`src/rtl/spiPreselPkg.sv`:
```
package spiPreselPkg;
  typedef enum logic [1:0] {
    ST_PRESEL,
    ST_LOCAL,
    ST_FWD,
    ST_DROP
  } frameStateT;

  typedef struct packed {
    logic sample;
    logic bitIn;
    logic latchInstr;
    logic commit;
    logic shiftTx;
  } dpStrobeT;

  localparam int BYTE_W     = 8;
  localparam int FRAME_BITS = 24;
  localparam int CTRL_W     = 5;
  localparam logic [7:0] LOCAL_CODE = 8'h00;
endpackage

```
`src/rtl/spiFrameCtrl.sv`:
```
module spiFrameCtrl
  import spiPreselPkg::*;
#(
  parameter int NUM_TARGETS = 3
) (
  input  logic                   clk,
  input  logic                   rstN,
  input  logic                   spiCsN,
  input  logic                   spiSclk,
  input  logic                   spiSdioIn,
  input  logic [BYTE_W-1:0]      rxByte,
  output dpStrobeT               stb,
  output logic                   sdioOe,
  output logic [NUM_TARGETS-1:0] dsCsN,
  output logic                   dsSclk,
  output logic                   dsSdo
);
  localparam int CNT_W = $clog2(FRAME_BITS + 1);
  localparam logic [CNT_W-1:0] CNT_MAX = CNT_W'(FRAME_BITS);

  logic [1:0] csSync, sclkSync, sdioSync;
  logic ncsS, sclkS, sdioS, sclkPrev;
  logic rise, fall;
  logic [CNT_W-1:0] bitCnt;
  logic preselPulse, instrPulse, dataPulse;
  logic isRead, drv, fwdEn;
  frameStateT state;
  logic [NUM_TARGETS-1:0] tgtHit;
  logic [NUM_TARGETS-1:0] dsCsNq;

  assign ncsS  = csSync[1];
  assign sclkS = sclkSync[1];
  assign sdioS = sdioSync[1];
  assign rise  = ~ncsS & sclkS & ~sclkPrev;
  assign fall  = ~ncsS & ~sclkS & sclkPrev;

  always_comb begin
    for (int k = 0; k < NUM_TARGETS; k++) begin
      tgtHit[k] = (rxByte == 8'(k + 1));
    end
  end

  always_ff @(posedge clk or negedge rstN) begin
    if (!rstN) begin
      csSync   <= 2'b11;
      sclkSync <= 2'b00;
      sdioSync <= 2'b00;
    end else begin
      csSync   <= {csSync[0], spiCsN};
      sclkSync <= {sclkSync[0], spiSclk};
      sdioSync <= {sdioSync[0], spiSdioIn};
    end
  end

  always_ff @(posedge clk or negedge rstN) begin
    if (!rstN) begin
      sclkPrev    <= 1'b0;
      bitCnt      <= '0;
      preselPulse <= 1'b0;
      instrPulse  <= 1'b0;
      dataPulse   <= 1'b0;
      state       <= ST_PRESEL;
      isRead      <= 1'b0;
      drv         <= 1'b0;
      fwdEn       <= 1'b0;
      dsCsNq      <= '1;
    end else begin
      sclkPrev    <= sclkS;
      preselPulse <= 1'b0;
      instrPulse  <= 1'b0;
      dataPulse   <= 1'b0;
      if (ncsS) begin
        bitCnt <= '0;
        state  <= ST_PRESEL;
        isRead <= 1'b0;
        drv    <= 1'b0;
        fwdEn  <= 1'b0;
        dsCsNq <= '1;
      end else begin
        if (rise) begin
          if (bitCnt != CNT_MAX) bitCnt <= bitCnt + 1'b1;
          preselPulse <= (bitCnt == CNT_W'(BYTE_W - 1)) && (state == ST_PRESEL);
          instrPulse  <= (bitCnt == CNT_W'(2*BYTE_W - 1)) && (state == ST_LOCAL);
          dataPulse   <= (bitCnt == CNT_W'(FRAME_BITS - 1)) && (state == ST_LOCAL);
        end
        if (preselPulse) begin
          if (rxByte == LOCAL_CODE) begin
            state <= ST_LOCAL;
          end else if (|tgtHit) begin
            state  <= ST_FWD;
            dsCsNq <= ~tgtHit;
          end else begin
            state <= ST_DROP;
          end
        end
        if (instrPulse) isRead <= rxByte[BYTE_W-1];
        if (fall) begin
          if (state == ST_FWD) fwdEn <= 1'b1;
          if (state == ST_LOCAL && isRead && bitCnt >= CNT_W'(2*BYTE_W)) drv <= 1'b1;
        end
      end
    end
  end

  assign stb.sample     = rise;
  assign stb.bitIn      = sdioS;
  assign stb.latchInstr = instrPulse;
  assign stb.commit     = dataPulse & ~isRead;
  assign stb.shiftTx    = fall & drv;

  assign sdioOe = drv & ~spiCsN;
  assign dsCsN  = dsCsNq;
  assign dsSclk = sclkS & fwdEn;
  assign dsSdo  = sdioS & fwdEn;

  AST_ONE_TARGET: assert property (@(posedge clk) disable iff (!rstN)
    $countones(~dsCsNq) <= 1);
  AST_DROP_QUIET: assert property (@(posedge clk) disable iff (!rstN)
    (state == ST_DROP) |-> (&dsCsNq && !fwdEn && !drv));
  AST_DRIVE_ONLY_LOCAL_READ: assert property (@(posedge clk) disable iff (!rstN)
    drv |-> (state == ST_LOCAL && isRead));
  AST_CS_RELEASE: assert property (@(posedge clk) disable iff (!rstN)
    $rose(ncsS) |=> (&dsCsNq && !fwdEn));
  AST_OE_IDLE: assert property (@(posedge clk) disable iff (!rstN)
    spiCsN |-> !sdioOe);
endmodule

```
`src/rtl/spiRegDatapath.sv`:
```
module spiRegDatapath
  import spiPreselPkg::*;
#(
  parameter int DIR_W = 4,
  parameter int LED_W = 5
) (
  input  logic              clk,
  input  logic              rstN,
  input  dpStrobeT          stb,
  input  logic [LED_W-1:0]  statusIn,
  output logic [BYTE_W-1:0] rxByte,
  output logic              sdioOut,
  output logic [CTRL_W-1:0] ctrlQ,
  output logic [2*DIR_W-1:0] ioQ,
  output logic [LED_W-1:0]  ledQ,
  output logic              ledOut
);
  logic [1:0]        instrAddr;
  logic [BYTE_W-1:0] txReg;
  logic [BYTE_W-1:0] rdData;

  always_comb begin
    case (rxByte[1:0])
      2'd0:    rdData = BYTE_W'(ctrlQ);
      2'd1:    rdData = BYTE_W'(ioQ);
      2'd2:    rdData = BYTE_W'(ledQ);
      default: rdData = '0;
    endcase
  end

  always_ff @(posedge clk or negedge rstN) begin
    if (!rstN) begin
      rxByte    <= '0;
      instrAddr <= '0;
      txReg     <= '0;
      ctrlQ     <= '0;
      ioQ       <= '0;
      ledQ      <= '0;
    end else begin
      if (stb.sample) rxByte <= {rxByte[BYTE_W-2:0], stb.bitIn};
      if (stb.latchInstr) begin
        instrAddr <= rxByte[1:0];
        txReg     <= rdData;
      end else if (stb.shiftTx) begin
        txReg <= {txReg[BYTE_W-2:0], 1'b0};
      end
      if (stb.commit) begin
        case (instrAddr)
          2'd0:    ctrlQ <= rxByte[CTRL_W-1:0];
          2'd1:    ioQ   <= rxByte[2*DIR_W-1:0];
          2'd2:    ledQ  <= rxByte[LED_W-1:0];
          default: ;
        endcase
      end
    end
  end

  assign sdioOut = txReg[BYTE_W-1];

  always_comb begin
    ledOut = 1'b0;
    for (int i = LED_W - 1; i >= 0; i--) begin
      if (ledQ[i]) ledOut = statusIn[i];
    end
  end

  AST_CTRL_WRITE_ON_COMMIT: assert property (@(posedge clk) disable iff (!rstN)
    (ctrlQ != $past(ctrlQ)) |-> $past(stb.commit));
  AST_IO_WRITE_ON_COMMIT: assert property (@(posedge clk) disable iff (!rstN)
    (ioQ != $past(ioQ)) |-> $past(stb.commit));
  AST_LED_NONE: assert property (@(posedge clk) disable iff (!rstN)
    (ledQ == '0) |-> !ledOut);
endmodule

```
`src/rtl/spiPreselRouter.sv`:
```
module spiPreselRouter
  import spiPreselPkg::*;
#(
  parameter int NUM_TARGETS = 3,
  parameter int DIR_W       = 4,
  parameter int LED_W       = 5
) (
  input  logic                   clk,
  input  logic                   rstN,
  input  logic                   spiCsN,
  input  logic                   spiSclk,
  input  logic                   spiSdioIn,
  output logic                   spiSdioOut,
  output logic                   spiSdioOe,
  output logic [NUM_TARGETS-1:0] dsCsN,
  output logic                   dsSclk,
  output logic                   dsSdo,
  input  logic [LED_W-1:0]       statusIn,
  output logic [1:0]             clkSrcSel,
  output logic                   syncSrcSel,
  output logic                   clkRst,
  output logic                   dacRst,
  output logic [DIR_W-1:0]       xcvrDir,
  output logic [DIR_W-1:0]       fanEn,
  output logic [LED_W-1:0]       ledSel,
  output logic                   ledOut
);
  dpStrobeT stb;
  logic [BYTE_W-1:0]  rxByte;
  logic [CTRL_W-1:0]  ctrlQ;
  logic [2*DIR_W-1:0] ioQ;

  spiFrameCtrl #(.NUM_TARGETS(NUM_TARGETS)) uCtrl (
    .clk(clk), .rstN(rstN), .spiCsN(spiCsN), .spiSclk(spiSclk),
    .spiSdioIn(spiSdioIn), .rxByte(rxByte), .stb(stb), .sdioOe(spiSdioOe),
    .dsCsN(dsCsN), .dsSclk(dsSclk), .dsSdo(dsSdo)
  );

  spiRegDatapath #(.DIR_W(DIR_W), .LED_W(LED_W)) uData (
    .clk(clk), .rstN(rstN), .stb(stb), .statusIn(statusIn), .rxByte(rxByte),
    .sdioOut(spiSdioOut), .ctrlQ(ctrlQ), .ioQ(ioQ), .ledQ(ledSel), .ledOut(ledOut)
  );

  assign clkSrcSel  = ctrlQ[1:0];
  assign syncSrcSel = ctrlQ[2];
  assign clkRst     = ctrlQ[3];
  assign dacRst     = ctrlQ[4];
  assign xcvrDir    = ioQ[DIR_W-1:0];
  assign fanEn      = ioQ[2*DIR_W-1:DIR_W];
endmodule

```
`config.mk`:
```
export PLATFORM = sky130hd
export DESIGN_NAME = spiPreselRouter
export DESIGN_NICKNAME = d
export VERILOG_FILES = /design/src/rtl/spiPreselPkg.sv /design/src/rtl/spiFrameCtrl.sv /design/src/rtl/spiRegDatapath.sv /design/src/rtl/spiPreselRouter.sv
export SDC_FILE = /design/constraint.sdc
export NUM_CORES = 1
export LEC_CHECK = 0
export BUFFER_PORTS_ARGS = -buffer_cell sky130_fd_sc_hd__clkbuf_2
export CAP_MARGIN = 20
export CORE_MARGIN = 3
export CORE_UTILIZATION = 40
export DETAILED_ROUTE_END_ITERATION = 6
export GPL_TIMING_DRIVEN = 0
export PLACE_DENSITY = 0.6
export RECOVER_POWER = 100
export SYNTH_ARGS = -nofsm -noshare
export SYNTH_HDL_FRONTEND = slang
export SYNTH_SLANG_ARGS = --single-unit
```
`constraint.sdc`:
```
create_clock -name clk -period 3 [get_ports clk]
set_clock_uncertainty 0.05 [all_clocks]
set_input_delay 0.6 -clock clk [delete_from_list [all_inputs] [get_ports clk]]
set_output_delay 0.6 -clock clk [all_outputs]
set_load 0.03 [all_outputs]
```
# Word-level counts from Yosys, hierarchy flattened
# Cells that the tools add are included.
# totals
regBits,59
inputBits,10
out_inout_bits,26
wordCells,109
# op_classes
n_addsub,1
n_lt_le_gt_ge,1
eq_ne,14
n_mux,33
n_bitwise,15
n_reduce_logical,26
# op_table
operator,n
$pmux W8 S3,1
$mux W1,20
$reduce_bool A2 Y1,9
$eq A8 B2 Y1 const B,2
$mux W8,2
$mux W5,3
$mux W3,4
$reduce_and A2 Y1,6
$and A1 B1 Y1,9
$eq A8 B1 Y1 const B,1
$logic_not A8 Y1,1
$eq A2 B1 Y1 const B,3
$eq A2 B2 Y1 const B,3
$logic_not A2 Y1,3
$mux W2,3
$add A5 B1 Y5 const B,1
$eq A5 B3 Y1 const B,1
$eq A5 B4 Y1 const B,1
$eq A5 B5 Y1 const B,1
$ge A5 B5 Y1 const B,1
$logic_and A1 B1 Y1,5
$ne A5 B5 Y1 const B,1
$not A1 Y1,5
$not A3 Y3,1
3 further kinds,3

# Logic depth before layout (Yosys ltp)
# depth
word_depth,6
depth_mapped,5
mapped_depth_nobuf,5

# Cells and area by module
# From an unflattened synthesis, not the netlist that was laid out.
# hier_totals
cells_unflattened,205
hier_area_um2,2597.5
# by_module_without_submodules
mod,instances,cells_each,area_per_inst_um2,seq_area_each_um2
spiRegDatapath,1,116,1585.3,900.9
spiFrameCtrl,1,89,1012.2,581.8

# Worst setup path after synthesis
# Ideal clock, no wire load.
# synth_timing
path_kind,flip-flop to output port
start,register uData.ledQ[3]
end,output ledOut
t_arrival_ps,1475
t_required_ps,2350
path_slack_ps,875
path_stages_with_launch,4
n_path_buf,0
cell_sequence,dfrtp_1 nand3b_1 a221o_1 a21oi_1
# synth_via
elab_chain_cells,4
# synth_lines
item,line_no,source
from (decl),spiRegDatapath.sv:15,"output logic [LED_W-1:0] ledQ,"
from (signal assigned),spiRegDatapath.sv:51,2'd2: ledQ <= rxByte[LED_W-1:0];
$mux W1 (4 in series),spiRegDatapath.sv:63,if (ledQ[i]) ledOut = statusIn[i];
to (decl),spiPreselRouter.sv:26,output logic ledOut
# Every way passes these cells.

# Worst setup path in the final report
# Ends and elaborated chain as after synthesis.

==> reports/metrics.cfg <==
[sta]
post-route-worst-setup-slack_ps = 719
tightest_slew_ps = 1450
post-route-period-util_pct = 76.0
finalSetupViolCount = 0
min_period_ps = 2280
slew-limit-headroom_pct = 3.30
slew_violations = 0
tns_ps = 0
clock.fmax_ghz = 0.438
hold_viol = 0
rsz0062_at_grt = no

[worst_setup_path]
startpoint_type = flop
cp-end-kind = output pin
cp_num_buf_inv = 1
path_cells = nand3b_1, a221o_1, a21oi_1, clkbuf_1
slowest_delay_ps = 410
cp_data_arrival_time_ps = 1630
critPathSlowestCell = dfrtp_1
crit_fanout = 5
worstPathRequired_ps = 2350
critPathTopFamily = flip-flops
critical_path_class = reg2out

[routing]
drt_iter0_drc = 83
routedWlPerCell_um = 15.6
drc = 0
ant_nets = 0
wl_um = 5290
first_pass_iters = 4
vias = 1733
viasPerCell = 5.11

[synth]
ys_types = 38
yosys.area.top_type = dfrtp_1
synthAdderAreaFrac_pct = 1.46
synthSimpleGateAreaFrac_pct = 15.1
ys_ff_latch = 59
synth_area_leaders = dfrtp_1, mux2_1, mux2i_1
ys_seq_area_share_pct = 57.5
synthCells = 213
synth_top_family_by_area = multiplexers
ys_warn_count = 0
syn_area_um2 = 2580
synth-xor-area-share_pct = 0
synth_compound_area_share_pct = 7.23
synth_mux_area_share_pct = 16.1
netlist.area_leader.share_pct = 52.4
avgSynthCellArea_um2 = 12.1
syn-num-nets = 226

[floorplanning]
die_h_um = 86.3
die_x_um = 86.3
rows = 28
start_util_pct = 42.3
core_region_area_um2 = 6100
ioPinCount = 36
fp.dieArea_um2 = 7450

[finish]
fill_cells = 619
syn2layout_area_growth_pct = 14.9
final_util_pct = 48.6
layout_commonest_cell = dfrtp_1
finalNetCount = 272
diodes = 0
layout-drive-gt1-share_pct = 11.0
most-common-layout-cells = dfrtp_1, clkbuf_1, nand2_1, mux2i_1, mux2_1

[clock_tree]
cts_setup_buffers = 0
cts_htree_levels = 3
path_clk_slew_ps = 60
cts-resized-gates = 0
numCtsBuffers = 9
cts.sinks = 59
cts_tree = done
cts_root_buf = clkbuf_8
cts_hold_buffers = 0
clockBufferDepth = 2
worstSkewPairLatency_ps = 320

[placed_design]
dp_hpwl_um = 3650
dp_slack_ps = 962
portBuffers = 35
place_congestion = 0.777

[global_routing]
grt_max_degree = 60
grt_pass1_wl_um = 8890
grt_antenna_before_repair = 0
grt_pass1_vias = 1753
grt-ovfl-total = 0
grt_use_total_pct = 15.4

[power_and_ir_drop]
leakage_nw = 1.37
max-vdd-ir-drop_v = 0.000248
pwr_density_cell_nw_per_um2 = 555
power_w = 0.00165

[run]
cap_violations = 0

[min_path]
hold_class = reg2reg

[status]
status = completed

-- layout make-up --
class | count | area (um^2) | area share [%]
Buffer | 10 | 37.5 | 1.27
Clock buffer | 14 | 173 | 5.83
Clock inverter | 2 | 10.0 | 0.338
Inverter | 6 | 22.5 | 0.760
Multi-Input combinational cell | 138 | 1000 | 33.9
Sequential cell | 59 | 1480 | 50.0
Tap cell | 75 | 93.8 | 3.17
Timing Repair Buffer | 35 | 141 | 4.77
-- cell families after synthesis --
group	count (synthesis)
adders and majority gates	3
and+or+nand+nor	70
DFF	59
buffers and inverters	16
AOI/OAI and AO/OA	26
muxes	39
-- layer usage --
metal	up-vias	routed length, um	global-route usage [%]	share of wire [%]
met2	28	2270	22.0	43
met3	4	155	2.38	2.9
li1	844	-	-	-
met5	-	0	0	0
met1	857	2820	23.5	53
met4	0	46	5.95	0.87
-- final timing paths --
| kind | start | to | slack [ps] | cells past startpoint |
|---|---|---|---|---|
| worst max-delay path | uData.ledQ[3] | ledOut | 720 | 4 |
| worst min-delay path | uCtrl.csSync[0] | uCtrl.csSync[1] | 310 | 0 |
| worst max register to register | uCtrl.isRead | uData.ioQ[5] | 830 | 3 |
| worst min register to register | uCtrl.csSync[0] | uCtrl.csSync[1] | 310 | 0 |
| max in group asynchronous | rstN | uData.ledQ[1] | 1460 | 1 |
| min in group asynchronous | rstN | uData.txReg[2] | 550 | 1 |
-- through the flow --
step	hold WS (ps)	instances	instance area, um^2
after CTS	306	339	3030
after detailed placement	290	323	2850
after floorplan	254	213	2580
final	311	339	2960
after global routing	311	339	2960
after global placement	284	323	2850
-- worst register-to-register path, delay by kind of cell (launching register included) --
family | cells | cell delay, ps
flops | 1 | 400
mux | 1 | 380
simple gates | 2 | 1220
-- state kept, by name (all words and copies together) (netlist names), 2 cells and up --
signal and cells:
uData.rxByte 8, uData.instrAddr 2, uData.txReg 8, uCtrl.csSync 2, uCtrl.sdioSync 2, uCtrl.dsCsN 3
uData.ioQ 8, uCtrl.state 2, uData.ledQ 5, uCtrl.bitCnt 5, uData.ctrlQ 5, uCtrl.sclkSync 2
-- power by group --
| part | switching [W] | internal (W) |
|---|---|---|
| Clock | 0.000296 | 0.000366 |
| Sequential | 0.0000426 | 0.000826 |
| Combinational | 0.0000772 | 0.0000387 |
| Total | 0.000416 | 0.00123 |
-- synth_stat cells, drive strengths merged --
master	instances
nor2	6
nor2b	5
mux2	20
nand3b	1
nand4b	1
a41oi	1
mux2i	19
clkbuf	5
inv	6
nor4	2
nor4b	1
or3	2
and3b	1
ha	3
buf	5
a221o	3
dfstp	5
nand2b	2
and2	3
nor3b	3
nand2	28
a21oi	6
nand3	8
nor3	3
nor4bb	1
a21o	1
dfrtp	54
or3b	1
a211oi	2
a31oi	2
a31o	1
o21ai	4
a2bb2oi	5
and3	2
o32a	1
(Power assumes the default switching activity.)
